==> config.mk <==
export PLATFORM = sky130hd
export DESIGN_NAME = term_source_latch
export DESIGN_NICKNAME = d
export VERILOG_FILES = /design/src/rtl/tsl_pkg.sv /design/src/rtl/tsl_host_regs.sv /design/src/rtl/tsl_src_mux.sv /design/src/rtl/tsl_out_latch.sv /design/src/rtl/term_source_latch.sv
export SDC_FILE = /design/constraint.sdc
export NUM_CORES = 1
export LEC_CHECK = 0
export ABC_AREA = 0
export ABC_CLOCK_PERIOD_IN_PS = 2100
export BUFFER_PORTS_ARGS = -buffer_cell sky130_fd_sc_hd__buf_2
export CAP_MARGIN = 20
export CELL_PAD_IN_SITES_DETAIL_PLACEMENT = 1
export CELL_PAD_IN_SITES_GLOBAL_PLACEMENT = 2
export CORE_UTILIZATION = 28
export DETAILED_ROUTE_END_ITERATION = 7
export HOLD_SLACK_MARGIN = 0.12
export PLACE_DENSITY_LB_ADDON = 0.05
export REMOVE_ABC_BUFFERS = 1
export SKIP_LAST_GASP = 1
export SLEW_MARGIN = 20
export SYNTH_ARGS = -nofsm -noshare
export SYNTH_HDL_FRONTEND = slang
export SYNTH_SLANG_ARGS = --single-unit
export TNS_END_PERCENT = 5
==> constraint.sdc <==
create_clock -name clk -period 2.1 [get_ports clk]
set_input_delay 0.42 -clock clk [delete_from_list [all_inputs] [get_ports clk]]
set_output_delay 0.42 -clock clk [all_outputs]
set_load 0.005 [all_outputs]
==> src/rtl/tsl_pkg.sv <==
package tsl_pkg;
  typedef enum logic [1:0] {
    SRC_BYPASS = 2'b00,
    SRC_FIFO   = 2'b01,
    SRC_TEST_A = 2'b10,
    SRC_NONE   = 2'b11
  } src_sel_e;

  localparam int HOST_ADDR_W = 2;
  localparam logic [HOST_ADDR_W-1:0] ADDR_SEL    = 2'd0;
  localparam logic [HOST_ADDR_W-1:0] ADDR_TEST_A = 2'd1;
  localparam logic [HOST_ADDR_W-1:0] ADDR_TEST_B = 2'd2;
endpackage

==> src/rtl/tsl_host_regs.sv <==
module tsl_host_regs
  import tsl_pkg::*;
#(
  parameter int TERMS  = 4,
  parameter int DATA_W = 8
) (
  input  logic                   clk,
  input  logic                   rst,
  input  logic                   we,
  input  logic [HOST_ADDR_W-1:0] addr,
  input  logic [DATA_W-1:0]      wdata,
  output logic [DATA_W-1:0]      rdata,
  output src_sel_e               sel,
  output logic [TERMS-1:0]       test_a,
  output logic [TERMS-1:0]       test_b
);
  localparam int SEL_W = $bits(src_sel_e);

  logic [DATA_W-1:0] rd_next;

  always_ff @(posedge clk) begin
    if (rst) begin
      sel    <= SRC_BYPASS;
      test_a <= '0;
      test_b <= '0;
    end else if (we) begin
      case (addr)
        ADDR_SEL:    sel    <= src_sel_e'(wdata[SEL_W-1:0]);
        ADDR_TEST_A: test_a <= wdata[TERMS-1:0];
        ADDR_TEST_B: test_b <= wdata[TERMS-1:0];
        default: ;
      endcase
    end
  end

  always_comb begin
    rd_next = '0;
    case (addr)
      ADDR_SEL:    rd_next[SEL_W-1:0] = sel;
      ADDR_TEST_A: rd_next[TERMS-1:0] = test_a;
      ADDR_TEST_B: rd_next[TERMS-1:0] = test_b;
      default:     rd_next = '0;
    endcase
  end

  always_ff @(posedge clk) begin
    if (rst) rdata <= '0;
    else     rdata <= rd_next;
  end

  // the spare address leaves all fields untouched
  assert_spare_addr_R10: assert property (@(posedge clk) disable iff (rst)
    (we && addr == 2'd3) |=> ($stable(sel) && $stable(test_a) && $stable(test_b)));

  // a test word keeps only its own width of the written data
  assert_trunc_write_R9: assert property (@(posedge clk) disable iff (rst)
    (we && addr == ADDR_TEST_A) |=> (test_a == $past(wdata[TERMS-1:0])));
endmodule

==> src/rtl/tsl_src_mux.sv <==
module tsl_src_mux
  import tsl_pkg::*;
#(
  parameter int TERMS = 4
) (
  input  src_sel_e         sel,
  input  logic             force_b,
  input  logic [TERMS-1:0] fifo_terms,
  input  logic [TERMS-1:0] bypass_terms,
  input  logic [TERMS-1:0] test_a,
  input  logic [TERMS-1:0] test_b,
  output logic [TERMS-1:0] picked
);
  logic [TERMS-1:0] first_level;

  always_comb begin
    case (sel)
      SRC_BYPASS: first_level = bypass_terms;
      SRC_FIFO:   first_level = fifo_terms;
      SRC_TEST_A: first_level = test_a;
      default:    first_level = '0;
    endcase
  end

  assign picked = force_b ? test_b : first_level;
endmodule

==> src/rtl/tsl_out_latch.sv <==
module tsl_out_latch #(
  parameter int TERMS = 4
) (
  input  logic             clk,
  input  logic             rst,
  input  logic             load,
  input  logic [TERMS-1:0] d,
  output logic [TERMS-1:0] q
);
  always_ff @(posedge clk) begin
    if (rst)       q <= '0;
    else if (load) q <= d;
  end

  // no load, no change
  assert_hold_R7: assert property (@(posedge clk) disable iff (rst)
    !load |=> $stable(q));
endmodule

==> src/rtl/term_source_latch.sv <==
module term_source_latch
  import tsl_pkg::*;
#(
  parameter int TERMS  = 4,
  parameter int DATA_W = 8
) (
  input  logic                   clk,
  input  logic                   rst,
  input  logic                   rd_en,
  input  logic                   force_b,
  input  logic [TERMS-1:0]       fifo_terms,
  input  logic [TERMS-1:0]       bypass_terms,
  input  logic                   host_we,
  input  logic [HOST_ADDR_W-1:0] host_addr,
  input  logic [DATA_W-1:0]      host_wdata,
  output logic [DATA_W-1:0]      host_rdata,
  output logic [TERMS-1:0]       out_terms
);
  src_sel_e         sel;
  logic [TERMS-1:0] test_a;
  logic [TERMS-1:0] test_b;
  logic [TERMS-1:0] picked;

  tsl_host_regs #(.TERMS(TERMS), .DATA_W(DATA_W)) u_regs (
    .clk(clk), .rst(rst), .we(host_we), .addr(host_addr), .wdata(host_wdata),
    .rdata(host_rdata), .sel(sel), .test_a(test_a), .test_b(test_b)
  );

  tsl_src_mux #(.TERMS(TERMS)) u_mux (
    .sel(sel), .force_b(force_b), .fifo_terms(fifo_terms),
    .bypass_terms(bypass_terms), .test_a(test_a), .test_b(test_b),
    .picked(picked)
  );

  tsl_out_latch #(.TERMS(TERMS)) u_latch (
    .clk(clk), .rst(rst), .load(rd_en), .d(picked), .q(out_terms)
  );

  // override wins on a loading edge
  assert_override_R6: assert property (@(posedge clk) disable iff (rst)
    (rd_en && force_b) |=> (out_terms == $past(test_b)));

  // undefined select code yields zero terms
  assert_zero_code_R5: assert property (@(posedge clk) disable iff (rst)
    (rd_en && !force_b && sel == SRC_NONE) |=> (out_terms == '0));

  // test word A path
  assert_test_a_R4: assert property (@(posedge clk) disable iff (rst)
    (rd_en && !force_b && sel == SRC_TEST_A) |=> (out_terms == $past(test_a)));

  // FIFO path
  assert_fifo_R3: assert property (@(posedge clk) disable iff (rst)
    (rd_en && !force_b && sel == SRC_FIFO) |=> (out_terms == $past(fifo_terms)));
endmodule

== Word level (Yosys, flattened, before mapping) ==
Cells that the tools add are included.
Cells by class
  eq/ne operators: 4
  mux-type cells: 4
  reduce and logical (&&, ||, !) cells: 5
Operators by type and width (count)
  $pmux 4 s3: 1
  $pmux 2 s3: 1
  $reduce_and 2->1: 3
  $eq 2x1->1 const B: 2
  $eq 2x2->1 const B: 2
  $logic_not 2->1: 2
  $mux 4: 1
  $pmux 2 s2: 1
Storage, ports and cells
  bits in registers: 22
  input bits: 23
  output and inout port bits: 12

== Logic depth before layout (Yosys ltp) ==
  word-level depth: 3
  gate-level depth with buffers: 6
  gate-level depth less buffers: 5

== By module ==
A second synthesis with hierarchy kept.
Unflattened totals
  cell total of the unflattened synthesis: 96
  area, all modules: 1017.2 µm²
Modules (own cells, without submodules)
  tsl_host_regs: times used 1, cells each 69, area each 711.9 µm², sequential area each 280.3 µm²
  tsl_src_mux: times used 1, cells each 14, area each 165.2 µm², sequential area each 0.0 µm²
  tsl_out_latch: times used 1, cells each 13, area each 140.1 µm², sequential area each 80.1 µm²

== Least setup slack after synthesis ==
Ideal clock, no wire load.
  path kind: input to register
  start: input host_addr[0]
  end: register u_regs.rdata[0]
  setup time: 0.126 ns
  arrival: 1.136 ns
  data required time: 1.974 ns
  path slack: 0.838 ns
  stages on the path: 5
  cells stage by stage: inv_1 > ha_1 > clkbuf_1 > a222oi_1 > nor3_1
On the way
  longest elaborated chain between the ends: 2
  elaborated cells on any way between the ends: 4
  classes of those cells: eq/ne (2); mux (1); reduce/logical (1)
Ends and longest elaborated chain
  from (decl): line term_source_latch.sv:14  | input logic [HOST_ADDR_W-1:0] host_addr,
  $eq 2x2->1, or another cell as far along: line tsl_host_regs.sv:38  | case (addr)
  $pmux 2 s3 *: line tsl_host_regs.sv:38
  to (signal assigned): line tsl_host_regs.sv:48  | else rdata <= rd_next;
  to (decl): line tsl_host_regs.sv:12  | output logic [DATA_W-1:0] rdata,
Every way passes the cells marked *; elsewhere a longest branch is shown, timed or not.
A chain may end at the register's enable or synchronous reset.

== Final worst setup path ==
  start: register u_regs.sel[1]
  end: register u_latch.q[1]
On the way
  longest elaborated chain between the ends: 3
  elaborated cells on any way between the ends: 5
  classes of those cells: eq/ne (2); mux (2); reduce/logical (1)
Ends and longest elaborated chain
  from (decl): line tsl_host_regs.sv:13  | output src_sel_e sel,
  from (signal assigned): line tsl_host_regs.sv:28  | ADDR_SEL: sel <= src_sel_e'(wdata[SEL_W-1:0]);
  $eq 2x2->1, or another cell as far along: line tsl_src_mux.sv:17  | case (sel)
  $pmux 4 s3 *: line tsl_src_mux.sv:17
  $mux 4 *: line tsl_src_mux.sv:25  | assign picked = force_b ? test_b : first_level;
  to (signal assigned): line tsl_out_latch.sv:11  | if (rst) q <= '0;
  to (signal assigned): line tsl_out_latch.sv:12  | else if (load) q <= d;
  to (decl): line tsl_out_latch.sv:8  | output logic [TERMS-1:0] q
Marks and branches as above.

==> flow_summary_export.csv <==
group,metric,value,unit
floorplanning,core-area,0.00305,mm²
synthesis,synth-async-reset-ratio,0,%
cts,cts_sinks,18,
sta,setup_tns,0,ns
placement,gp_congestion,0.694,
cts,post-cts-setup-buffers,0,
synthesis,syn_avg_cell_area,8.95,µm²
detailed_routing,vias_per_cell,4.69,
cts,htreeDepth,1,
cts,cts_resized,0,
detailed_routing,drc,0,
floorplanning,fp.dieArea,0.00343,mm²
critical_path,crit_type,"flip-flop to flip-flop",
sta,maxSlewViolCount,0,
synthesis,yosysWarnings,0,
grt,antenna_found_initial,0,
critical_path,cp.buffers_inverters,0,
synthesis,syn_area,895,µm²
synthesis,synth.distinct_cells,22,
grt,track_usage,14.4,%
detailed_routing,dr.pass1.iters,4,
synthesis,ys.flop_type,"dfxtp_1",
sta,fmax,0.696,GHz
final_layout,fillers,384,
sta,finalCriticalPeriod,1.44,ns
cts,cts_tree,"yes",
final_layout,final_cell_mix,"buf_2, dfxtp_1, nand2_1",
final_layout,final_cells,167,
floorplanning,core.rowCount,20,
cts,clock_latency,0.29,ns
grt,grt_pass1_wl,3.70,mm
final_layout,n_antenna_cell,0,
synthesis,synth-seq-cells,18,
floorplanning,start_util,29.3,%
pwr,power_leakage,0.441,nW
cts,cts.clk_slew.worst_paths,0.11,ns
synthesis,synthCells,100,
pwr,ir_drop,0.261,mV
final_layout,area_delta_synth_final,19.3,%
pwr,power.density,628,mW/mm²
sta,fin_crit_sh,68.4,%
final_layout,seq_area,360,µm²
synthesis,yosysTopAreaCell,"dfxtp_1",
placement,place_hpwl,1.72,mm
final_layout,drive_gt1_share,29.3,%
final_layout,final_common_cell,"buf_2",
cts,cts_buffers,3,
placement,post-place-cells,163,
critical_path,max_stage_delay,0.57,ns
job,drv_cap,0,
critical_path,cp_cell_sequence,"mux2_4, a221oi_1, o32ai_1",
detailed_routing,ant_nets,0,
grt,grt.overflow.total,0,
critical_path,path_depth,3,
synthesis,synth_seq_area_share,40.3,%
grt,grt_max_degree,19,
detailed_routing,vias,784,
cts,ctsLongestPathBuffers,2,
detailed_routing,totalWireLength,2.31,mm
critical_path,rr_worst_depth,3,
final_layout,multi_input_area,474,µm²
critical_path,critPathArrivalTime,1.60,ns
status,outcome,"finished clean",
critical_path,cp_top_family,"flip-flops",
hold_path,whs_path_depth,3,
sta,rsz0062_at_grt,"no",
critical_path,endpoint_kind,"flip-flop",
cts,cts_root_buffer,"clkbuf_4",
critical_path,worstPathMaxFanout,7,
final_layout,layout.nets,151,
hold_path,hold_class,"input port to flip-flop",
synthesis,yosys-top-cells-area,"dfxtp_1, mux2_4, a21oi_1, ha_1, nand3_1",
detailed_routing,drt_iter0_drc,20,
placement,port_buffers,26,
synthesis,synth_edf_count,0,
cts,ctsHoldBuffers,0,
grt,first_global_vias,801,
floorplanning,num_io_pins,35,
synthesis,synth_top_cell_area_share,40.3,%
detailed_routing,wire_per_inst,13.8,µm
critical_path,crit_path_top_delay_cell,"dfxtp_1",
sta,clock_skew,0.00548,ns
sta,hold_viol_final,0,
sta,setup_viol,0,
critical_path,worstPathRequired,2.27,ns
floorplanning,die_x,58.5,µm
floorplanning,die_height,58.5,µm
critical_path,start_kind,"flip-flop",
==> metrics by stage <==
step	power [mW]	util (%)	hold WS (ns)	area (µm²)	setup WS, ns
detailed placement	0.465	33.8	0.474	1030	0.600
CTS	0.682	35.0	0.374	1070	0.647
floorplan	0.416	-	0.442	846	0.824
finish	0.670	35.0	0.377	1070	0.663
global route	0.707	35.0	0.391	1070	0.579
global placement	0.463	33.8	0.469	1030	0.605
==> layout make-up <==
type | count | share of cell area (%)
multi-input combinational | 72 | 44.4
sequential | 18 | 33.8
timing repair buffer | 26 | 12.2
tap | 44 | 5.16
clock buffer | 4 | 3.40
inverter | 3 | 1.06
==> state kept, by name (all words and copies together) (netlist names) <==
signal	count
u_regs.test_b	4
u_regs.test_a	4
u_latch.q	4
u_regs.sel	2
u_regs.rdata	4
==> report_power, final <==
part | internal, mW | leakage (nW) | switching (mW)
logic | 0.0438 | 0.273 | 0.0501
registers | 0.353 | 0.146 | 0.00900
clock network | 0.106 | 0.0210 | 0.109
total | 0.502 | 0.441 | 0.168
==> metal layers <==
| metal | track usage (%) | part of all wire (%) |
|---|---|---|
| met5 | 0 | 0 |
| met4 | 6.12 | 0.91 |
| met3 | 1.98 | 4.6 |
| met2 | 23.6 | 45 |
| met1 | 19.0 | 50 |
==> worst paths after layout <==
check,startpoint,slack [ns],end
setup / recovery,u_regs.sel[1],0.66,u_latch.q[1]
hold / removal,host_wdata[3],0.38,u_regs.test_a[3]
setup reg to reg,u_regs.sel[1],0.66,u_latch.q[1]
hold reg to reg,u_regs.test_a[0],0.49,u_regs.test_a[0]
==> synthesized netlist by cell type (2+ instances only) <==
library cell / instances
a222oi_1: 2
inv_1: 3
o32ai_1: 4
nand3_1: 10
nor2_1: 2
a21oi_1: 10
a22oi_1: 2
nand2b_1: 6
nand2_1: 13
mux2_4: 4
dfxtp_1: 18
nor2b_1: 4
ha_1: 4
clkbuf_1: 4
a221oi_1: 3
nor3_1: 2
buf_4: 4
==> tightest hold or removal path, delay by kind of cell <==
family / cells / cell delay [ns]
AND/OR/NAND/NOR: 1 / 0.05
AO/OA/AOI/OAI: 1 / 0.05
buffers and inverters: 1 / 0.10
==> kinds of logic (layout without fill, tap and decap cells) <==
kind of cell,Yosys count,after routing,synth area share [%]
multiplexers,4,4,6.71
adder cells (fa/ha/maj),4,4,5.59
AND/OR/NAND/NOR,38,38,21.0
buffers and inverters,13,33,7.97
AO/OA/AOI/OAI,22,22,18.0
other,1,4,0.419
flip-flops,18,18,40.3
No activity file was read; power rests on OpenSTA's default activity.
